`src/rtl/dma_irq_pkg.sv`:
```
package dma_irq_pkg;

  localparam int STAT_W = 12;

  // status bit positions
  localparam int B_BAD      = 0;
  localparam int B_SRC_DONE = 1;
  localparam int B_DST_DONE = 2;
  localparam int B_BYTE_OVF = 3;
  localparam int B_SRC_ERR  = 4;
  localparam int B_DST_ERR  = 5;
  localparam int B_BUS_LO   = 6;
  localparam int B_DMA_DONE = 10;
  localparam int B_PAUSE    = 11;

  // word offsets on the register bus
  localparam int W_STATUS = 0;
  localparam int W_MASK   = 1;
  localparam int W_UNMASK = 2;
  localparam int W_DOMASK = 3;
  localparam int W_SRCCNT = 4;
  localparam int W_DSTCNT = 5;

  typedef enum logic [2:0] {
    RD_ZERO,
    RD_STATUS,
    RD_MASK,
    RD_SRCCNT,
    RD_DSTCNT
  } rdSel_t;

  typedef struct packed {
    logic   statusClr;
    logic   maskEn;
    logic   maskDis;
    logic   srcCntRd;
    logic   dstCntRd;
    logic   badAccess;
    rdSel_t rdSel;
  } regStrobe_t;

endpackage

```
`src/rtl/irq_acct_counter.sv`:
```
module irq_acct_counter #(
  parameter int CNT_W = 8
) (
  input  logic             clk,
  input  logic             rstN,
  input  logic             inc,
  input  logic             clrRd,
  output logic [CNT_W-1:0] count,
  output logic             wrap
);

  assign wrap = inc && !clrRd && (count == '1);

  always_ff @(posedge clk) begin
    if (!rstN)      count <= '0;
    else if (clrRd) count <= CNT_W'(inc);
    else if (inc)   count <= count + 1'b1;
  end

  AST_RDINC_ENDS_ONE: assert property (@(posedge clk) disable iff (!rstN)
    (clrRd && inc) |=> (count == CNT_W'(1)));
  AST_WRAP_TO_ZERO: assert property (@(posedge clk) disable iff (!rstN)
    wrap |=> (count == '0));
  AST_READ_CLEARS: assert property (@(posedge clk) disable iff (!rstN)
    (clrRd && !inc) |=> (count == '0));

endmodule

```
`src/rtl/irq_reg_decode.sv`:
```
module irq_reg_decode
  import dma_irq_pkg::*;
#(
  parameter int ADDR_W = 8
) (
  input  logic              clk,
  input  logic              rstN,
  input  logic              regSel,
  input  logic              regWrite,
  input  logic [ADDR_W-1:0] regAddr,
  output regStrobe_t        strb
);

  localparam int WORD_W = ADDR_W - 2;

  logic [WORD_W-1:0] wordIdx;
  logic              unusedAddrBits;

  assign wordIdx        = regAddr[ADDR_W-1:2];
  assign unusedAddrBits = ^regAddr[1:0];

  always_comb begin
    strb       = '0;
    strb.rdSel = RD_ZERO;
    if (regSel) begin
      case (wordIdx)
        WORD_W'(W_STATUS): begin
          strb.statusClr = regWrite;
          if (!regWrite) strb.rdSel = RD_STATUS;
        end
        WORD_W'(W_MASK): begin
          if (!regWrite) strb.rdSel = RD_MASK;
        end
        WORD_W'(W_UNMASK): strb.maskEn  = regWrite;
        WORD_W'(W_DOMASK): strb.maskDis = regWrite;
        WORD_W'(W_SRCCNT): begin
          strb.srcCntRd = !regWrite;
          if (!regWrite) strb.rdSel = RD_SRCCNT;
        end
        WORD_W'(W_DSTCNT): begin
          strb.dstCntRd = !regWrite;
          if (!regWrite) strb.rdSel = RD_DSTCNT;
        end
        default: strb.badAccess = 1'b1;
      endcase
    end
  end

  AST_ONE_STROBE: assert property (@(posedge clk) disable iff (!rstN)
    $onehot0({strb.statusClr, strb.maskEn, strb.maskDis,
              strb.srcCntRd, strb.dstCntRd, strb.badAccess}));
  AST_IDLE_QUIET: assert property (@(posedge clk) disable iff (!rstN)
    !regSel |-> (strb.rdSel == RD_ZERO && !strb.badAccess));

endmodule

```
`src/rtl/irq_reg_bank.sv`:
```
module irq_reg_bank
  import dma_irq_pkg::*;
#(
  parameter int CNT_W = 8
) (
  input  logic        clk,
  input  logic        rstN,
  input  regStrobe_t  strb,
  input  logic [31:0] regWdata,
  input  logic        evtPause,
  input  logic        evtDmaDone,
  input  logic [3:0]  evtBusErr,
  input  logic        evtByteOvf,
  input  logic        evtSrcDone,
  input  logic        evtDstDone,
  output logic [31:0] regRdata,
  output logic        irqOut
);

  logic [STAT_W-1:0] statusQ, maskQ, setVec, clrVec, enVec, disVec;
  logic [1:0]        acctInc, acctClr, acctWrap;
  logic [CNT_W-1:0]  acctCnt [2];
  logic              unusedWdataHi;

  assign unusedWdataHi = ^regWdata[31:STAT_W];
  assign acctInc = {evtDstDone, evtSrcDone};
  assign acctClr = {strb.dstCntRd, strb.srcCntRd};

  for (genvar g = 0; g < 2; g++) begin : gAcct
    irq_acct_counter #(.CNT_W(CNT_W)) uCnt (
      .clk   (clk),
      .rstN  (rstN),
      .inc   (acctInc[g]),
      .clrRd (acctClr[g]),
      .count (acctCnt[g]),
      .wrap  (acctWrap[g])
    );
  end

  always_comb begin
    setVec                     = '0;
    setVec[B_PAUSE]            = evtPause;
    setVec[B_DMA_DONE]         = evtDmaDone;
    setVec[B_BUS_LO+3:B_BUS_LO] = evtBusErr;
    setVec[B_DST_ERR]          = acctWrap[1];
    setVec[B_SRC_ERR]          = acctWrap[0];
    setVec[B_BYTE_OVF]         = evtByteOvf;
    setVec[B_DST_DONE]         = evtDstDone;
    setVec[B_SRC_DONE]         = evtSrcDone;
    setVec[B_BAD]              = strb.badAccess;
  end

  assign clrVec = strb.statusClr ? regWdata[STAT_W-1:0] : '0;
  assign enVec  = strb.maskEn    ? regWdata[STAT_W-1:0] : '0;
  assign disVec = strb.maskDis   ? regWdata[STAT_W-1:0] : '0;

  always_ff @(posedge clk) begin
    if (!rstN) begin
      statusQ <= '0;
      maskQ   <= '1;
    end else begin
      statusQ <= (statusQ & ~clrVec) | setVec;
      maskQ   <= (maskQ & ~enVec) | disVec;
    end
  end

  assign irqOut = |(statusQ & ~maskQ);

  always_comb begin
    case (strb.rdSel)
      RD_STATUS: regRdata = 32'(statusQ);
      RD_MASK:   regRdata = 32'(maskQ);
      RD_SRCCNT: regRdata = 32'(acctCnt[0]);
      RD_DSTCNT: regRdata = 32'(acctCnt[1]);
      default:   regRdata = '0;
    endcase
  end

  AST_CLEAR_NEEDS_WRITE: assert property (@(posedge clk) disable iff (!rstN)
    ((~statusQ & $past(statusQ) & ~$past(clrVec)) == '0));
  AST_MASK_HOLDS: assert property (@(posedge clk) disable iff (!rstN)
    !$past(strb.maskEn || strb.maskDis) |-> $stable(maskQ));
  AST_EVENT_WINS: assert property (@(posedge clk) disable iff (!rstN)
    evtPause |=> statusQ[B_PAUSE]);
  AST_SRC_DONE_SETS: assert property (@(posedge clk) disable iff (!rstN)
    evtSrcDone |=> statusQ[B_SRC_DONE]);
  AST_BAD_FLAGGED: assert property (@(posedge clk) disable iff (!rstN)
    strb.badAccess |=> statusQ[B_BAD]);
  AST_WRAP_FLAGGED: assert property (@(posedge clk) disable iff (!rstN)
    acctWrap[1] |=> statusQ[B_DST_ERR]);

endmodule

```
`src/rtl/dma_irq_ctrl.sv`:
```
module dma_irq_ctrl
  import dma_irq_pkg::*;
#(
  parameter int ADDR_W = 8,
  parameter int CNT_W  = 8
) (
  input  logic              clk,
  input  logic              rstN,
  input  logic              regSel,
  input  logic              regWrite,
  input  logic [ADDR_W-1:0] regAddr,
  input  logic [31:0]       regWdata,
  output logic [31:0]       regRdata,
  input  logic              evtPause,
  input  logic              evtDmaDone,
  input  logic [3:0]        evtBusErr,
  input  logic              evtByteOvf,
  input  logic              evtSrcDone,
  input  logic              evtDstDone,
  output logic              irqOut
);

  regStrobe_t strb;

  irq_reg_decode #(.ADDR_W(ADDR_W)) uDecode (
    .clk      (clk),
    .rstN     (rstN),
    .regSel   (regSel),
    .regWrite (regWrite),
    .regAddr  (regAddr),
    .strb     (strb)
  );

  irq_reg_bank #(.CNT_W(CNT_W)) uBank (
    .clk        (clk),
    .rstN       (rstN),
    .strb       (strb),
    .regWdata   (regWdata),
    .evtPause   (evtPause),
    .evtDmaDone (evtDmaDone),
    .evtBusErr  (evtBusErr),
    .evtByteOvf (evtByteOvf),
    .evtSrcDone (evtSrcDone),
    .evtDstDone (evtDstDone),
    .regRdata   (regRdata),
    .irqOut     (irqOut)
  );

  AST_IRQ_NEEDS_STATUS: assert property (@(posedge clk) disable iff (!rstN)
    irqOut |-> (uBank.statusQ != '0));

endmodule

```
`config.mk`:
```
export PLATFORM = sky130hd
export DESIGN_NAME = dma_irq_ctrl
export DESIGN_NICKNAME = d
export VERILOG_FILES = /design/src/rtl/dma_irq_pkg.sv /design/src/rtl/irq_acct_counter.sv /design/src/rtl/irq_reg_decode.sv /design/src/rtl/irq_reg_bank.sv /design/src/rtl/dma_irq_ctrl.sv
export SDC_FILE = /design/constraint.sdc
export NUM_CORES = 1
export LEC_CHECK = 0
export BUFFER_PORTS_ARGS = -buffer_cell sky130_fd_sc_hd__buf_2
export CORE_MARGIN = 1
export CORE_UTILIZATION = 53
export DETAILED_ROUTE_END_ITERATION = 8
export PLACE_DENSITY_LB_ADDON = 0.05
export SETUP_SLACK_MARGIN = 0.02
export SYNTH_ARGS = -nofsm -noshare
export SYNTH_HDL_FRONTEND = slang
export SYNTH_HIERARCHICAL = 1
export SYNTH_SLANG_ARGS = --single-unit
```
`constraint.sdc`:
```
create_clock -name clk -period 4.1 [get_ports clk]
set_input_delay 0.205 -clock clk [delete_from_list [all_inputs] [get_ports clk]]
set_output_delay 0.205 -clock clk [all_outputs]
set_load 0.02 [all_outputs]
```
After elaboration in Yosys (flattened, before gate mapping)
Index checks and enable logic that the tools add are counted.
Operators by class
  muxes and demuxes: 20
  bitwise logic cells: 9
  reductions and logical operators: 14
  add/subtract/negate cells: 2
  eq/ne operators: 11
Operator list (count)
  12-bit one-hot mux with 4 select lines: 1
  12-bit AND: 3
  12-bit two-way mux: 3
  12-bit inverter: 3
  12-bit bitwise OR: 2
  8-bit by 1-bit adder with 8-bit output (second input constant): 2
  8-bit == test (second input constant): 2
  6-bit by 2-bit == test with 1-bit output (second input constant): 2
  6-bit by 3-bit == test with 1-bit output (second input constant): 2
  3-bit one-hot mux with 4 select lines: 1
  12-bit OR reduction: 1
  1-bit two-way mux: 11
  9-bit two-way mux: 1
  3-bit by 2-bit == test with 1-bit output (second input constant): 2
  6-bit by 1-bit == test with 1-bit output (second input constant): 1
  6-bit logical NOT: 1
  6-bit OR reduction: 1
  1-bit logical AND: 4
  2-bit two-way mux: 2
  2-bit nonzero test: 2
  2-bit OR reduction: 2
  3-bit by 1-bit == test with 1-bit output (second input constant): 1
  3-bit == test (second input constant): 1
  1-bit logical NOT: 3
  2 further kinds: 2
Storage, ports and cells
  input port bits: 53
  word-level logic and storage cells: 62
  bits in registers: 40

Longest topological paths before layout
  depth in word-level cells: 8
  mapped depth: 7
  mapped depth without buffers: 5

Modules after synthesis
Netlist, hierarchy kept.
Modules (own cells, without submodules)
  irq_reg_bank: times used 1, sequential area each 480.5 sq um, area each 1490.2 sq um, cells an instance 192
  irq_acct_counter: times used 2, sequential area each 160.2 sq um, area each 359.1 sq um, cells an instance 39
  irq_reg_decode: times used 1, sequential area each 0.0 sq um, area each 150.1 sq um, cells an instance 19

Least setup slack after synthesis
OpenSTA, ideal clock, no wires.
  path kind: input-to-output
  start: input regAddr[7]
  end: output regRdata[3]
  arrival: 2242 ps
  path slack: 1653 ps
  data required time: 3895 ps
  stages: 7
  cells stage by stage: or4b_4 -> buf_6 -> nor4_1 -> and2b_1 -> buf_6 -> a22oi_2 -> o22ai_1
RTL lines
  start, declared: line dma_irq_ctrl.sv:11  | input logic [ADDR_W-1:0] regAddr,
  end, declared: line dma_irq_ctrl.sv:13  | output logic [31:0] regRdata,

==> summary.txt <==
Placement
  • Placer congestion estimate: 0.747
  • Hpwl dp: 3970 µm
  • Port bufs: 43
  • Dpl ws: 1210 ps

Yosys
  • Warnings, synthesis: 6
  • Average size of a mapped cell: 8.16 µm²
  • Post-synth top area cell: dfxtp_1
  • Number of distinct library cells after synthesis: 38
  • Seq/Total Area, Yosys: 0.340
  • Number of synthesized register bits: 40
  • Cells after Synth: 289
  • Post-Syn Area: roughly 2400 µm²
  • Synth top area share: 0.340
  • Area contributors post-synth: dfxtp_1, nand2_1, buf_4

Clocking
  • Number of setup buffers added after CTS: 0
  • CTS Sinks: 40
  • CTS clock-pin slew for the worst setup and hold paths: around 80 ps
  • Root buf cell: clkbuf_8
  • Hold-fix buffers at CTS: 0
  • CTS tree: built
  • Cts bufs inserted: 5
  • Clock Path Buffers: 2
  • Htree depth: 2
  • Worst-Skew Late Latency: ~300 ps
  • Post_cts resized: 0

Route
  • Initial DRC Count: between 100 and 150
  • Avg WL per Cell: about 15 µm
  • DR vias/cell: 5.50
  • Remaining antenna violation count: 0
  • DR pass1 iterations: 4
  • Drc violations: 0
  • Via count: 2,085
  • Routed wire length: 5510 µm

Power
  • Leak pwr: around 1.1 nW
  • Power Density: 314 nW/µm²
  • Worst vdd ir: 0.209 mV

Timing
  • Max Clk Rate: around 0.35 GHz
  • RSZ-0062 raised after global routing: false
  • Fin crit share: 0.706
  • Final setup viols: 0
  • Max-slew headroom: 0.279
  • Tmin final: 2900 ps
  • Final Hold Fails: 0
  • Final worst clock skew: 9.60 ps
  • Final Max Slew Viols: 0
  • PnR worst setup slack: around 1200 ps
  • Setup TNS: 0 ps
  • Worst slew pin tran: 1080 ps

GRT
  • Largest net degree at the start of global routing: 29
  • Initial antenna violation count: 0
  • Vias in the first global route: ~1,800
  • GRT Total Usage: 0.257
  • Grt ovf: 0
  • First-pass GRT wire length: roughly 8800 µm

Worst setup path
  • Critical Path Fanout Max: 12
  • CP Data Required Time: 3890 ps
  • Delay-heaviest family, CP: simple AND/OR/NAND/NOR gates
  • Critical Path End Type: primary output
  • WP buf/inv: 3
  • Reg2Reg Launch Point: uBank/gAcct[1].uCnt/count[0]
  • Worst EP arrival: 2690 ps
  • Reg2Reg Setup Slack: 2680 ps
  • R2R Path End: uBank/statusQ[5]
  • Max incr delay on CP: 730 ps
  • Critical Path Start Type: input pin
  • Worst path depth: 8
  • Crit path max-delay cell type: nor2b_1
  • WS Path Type: in -> out
  • CP cell instances: buf_2, or4b_4, nor4_2, buf_4, nor2b_1, a22oi_2, o22ai_1, buf_2
  • Most used cell, CP: buf_2
  • Cell count of the worst reg-to-reg path: 5

Hold path
  • WHS Endpoint: uBank/statusQ[6]
  • Hold Crit Depth: 3
  • Hold_sp: evtBusErr[0]
  • Hold Path Class: in -> reg

Floorplanning
  • Die X: 68.7 µm
  • Top Ports: 86
  • Die height: 68.7 µm
  • CORE AREA: 4140 µm²
  • Site row count: 23
  • Initial Utilization: 0.569
  • Die area: about 4700 µm²

Finish
  • NumNets Final: 383
  • # fillers: 382
  • Proportion of layout cells with a drive suffix above 1: 0.225
  • Layout area overhead: 11.2%
  • Antenna cell count: 0

Outcome
  • Status: completed

Flow run
  • Max-Cap Viols: 0
## layer usage
layer	routed length, µm	global-route usage	up-vias	share of wire
li1	-	-	1039	-
met1	2580	0.329	971	0.47
met2	2570	0.423	68	0.47
met3	281	0.0493	7	0.051
met4	74	0.105	0	0.013
met5	0	0	-	0
## sequential cells by signal, summed over array words and instances (netlist names)
signal	count
uBank/gAcct.uCnt/count	16
uBank/maskQ	12
uBank/statusQ	12
## worst min-delay path, stage by stage
cell and delay, ps:
buf_2 70, a21oi_1 30, nor2b_1 80
## report_power, final
| part | total [W] | internal (W) | switching, W |
|---|---|---|---|
| combinational | 0.0000810 | 0.0000306 | 0.0000505 |
| sequential | 0.000413 | 0.000400 | 0.0000129 |
| clock | 0.000330 | 0.000180 | 0.000150 |
## cells by family after synthesis
logic type      synth area share
simple gates               0.321
compound gates             0.145
xor+xnor                  0.0334
mux                       0.0424
buf+inv                    0.107
other cells              0.00159
fa+ha+maj                 0.0106
flops                      0.340
## synth_stat cells, drive strengths merged
cell type,count
nor2,13
nand2b,6
conb,1
nand3,17
xor2,6
ha,2
clkbuf,5
xnor2,3
o21ai,6
dfxtp,40
a2111oi,4
nand2,54
nor3,1
or3,6
mux2i,10
nor4,5
or4b,1
nor4b,3
and2,2
and4bb,1
inv,3
a21oi,18
buf,30
a22oi,12
and2b,2
o22ai,8
nand4,6
nor2b,24
## placed cells by master, fill, tap and decap left out, types with 8 or more instances in the layout
cell / netlist / routed
nand2_1: 54 / 54
nand3_1: 17 / 17
dfxtp_1: 40 / 40
nor2b_1: 22 / 22
conb_1: 1 / 20
a22oi_2: 8 / 8
mux2i_1: 10 / 10
buf_2: 3 / 43
a21oi_1: 18 / 18
o22ai_1: 8 / 8
nor2_1: 13 / 13
## per-stage QoR
stage	hold slack (ps)	power, W	instance area [µm²]	std cells	util
after floorplan	327	0.000488	2430	308	-
after global placement	432	0.000501	2510	371	0.606
after detailed placement	436	0.000503	2510	371	0.606
after CTS	125	0.000827	2620	379	0.633
after global routing	135	0.000858	2620	379	0.633
final	125	0.000824	2620	379	0.633
## area by class of cell
| class | instances | area [µm²] | share of cell area |
|---|---|---|---|
| inverters | 3 | 11.3 | 0.00429 |
| clock inverters | 3 | 42.5 | 0.0162 |
| repair buffers | 48 | 253 | 0.0964 |
| well taps | 50 | 62.6 | 0.0239 |
| multi-input cells | 230 | 1380 | 0.528 |
| flip-flops and latches | 40 | 801 | 0.305 |
| clock buffers | 5 | 68.8 | 0.0262 |
## how the worst max path moves through the flow
stage / from / to
finish: regAddr[7] / regRdata[1]
global route: regAddr[7] / regRdata[1]
CTS: regAddr[7] / regRdata[1]
detailed placement: regAddr[7] / regRdata[1]
global placement: regAddr[7] / regRdata[7]
floorplan: regAddr[7] / regRdata[3]
Power figures use the tool's default switching activity.
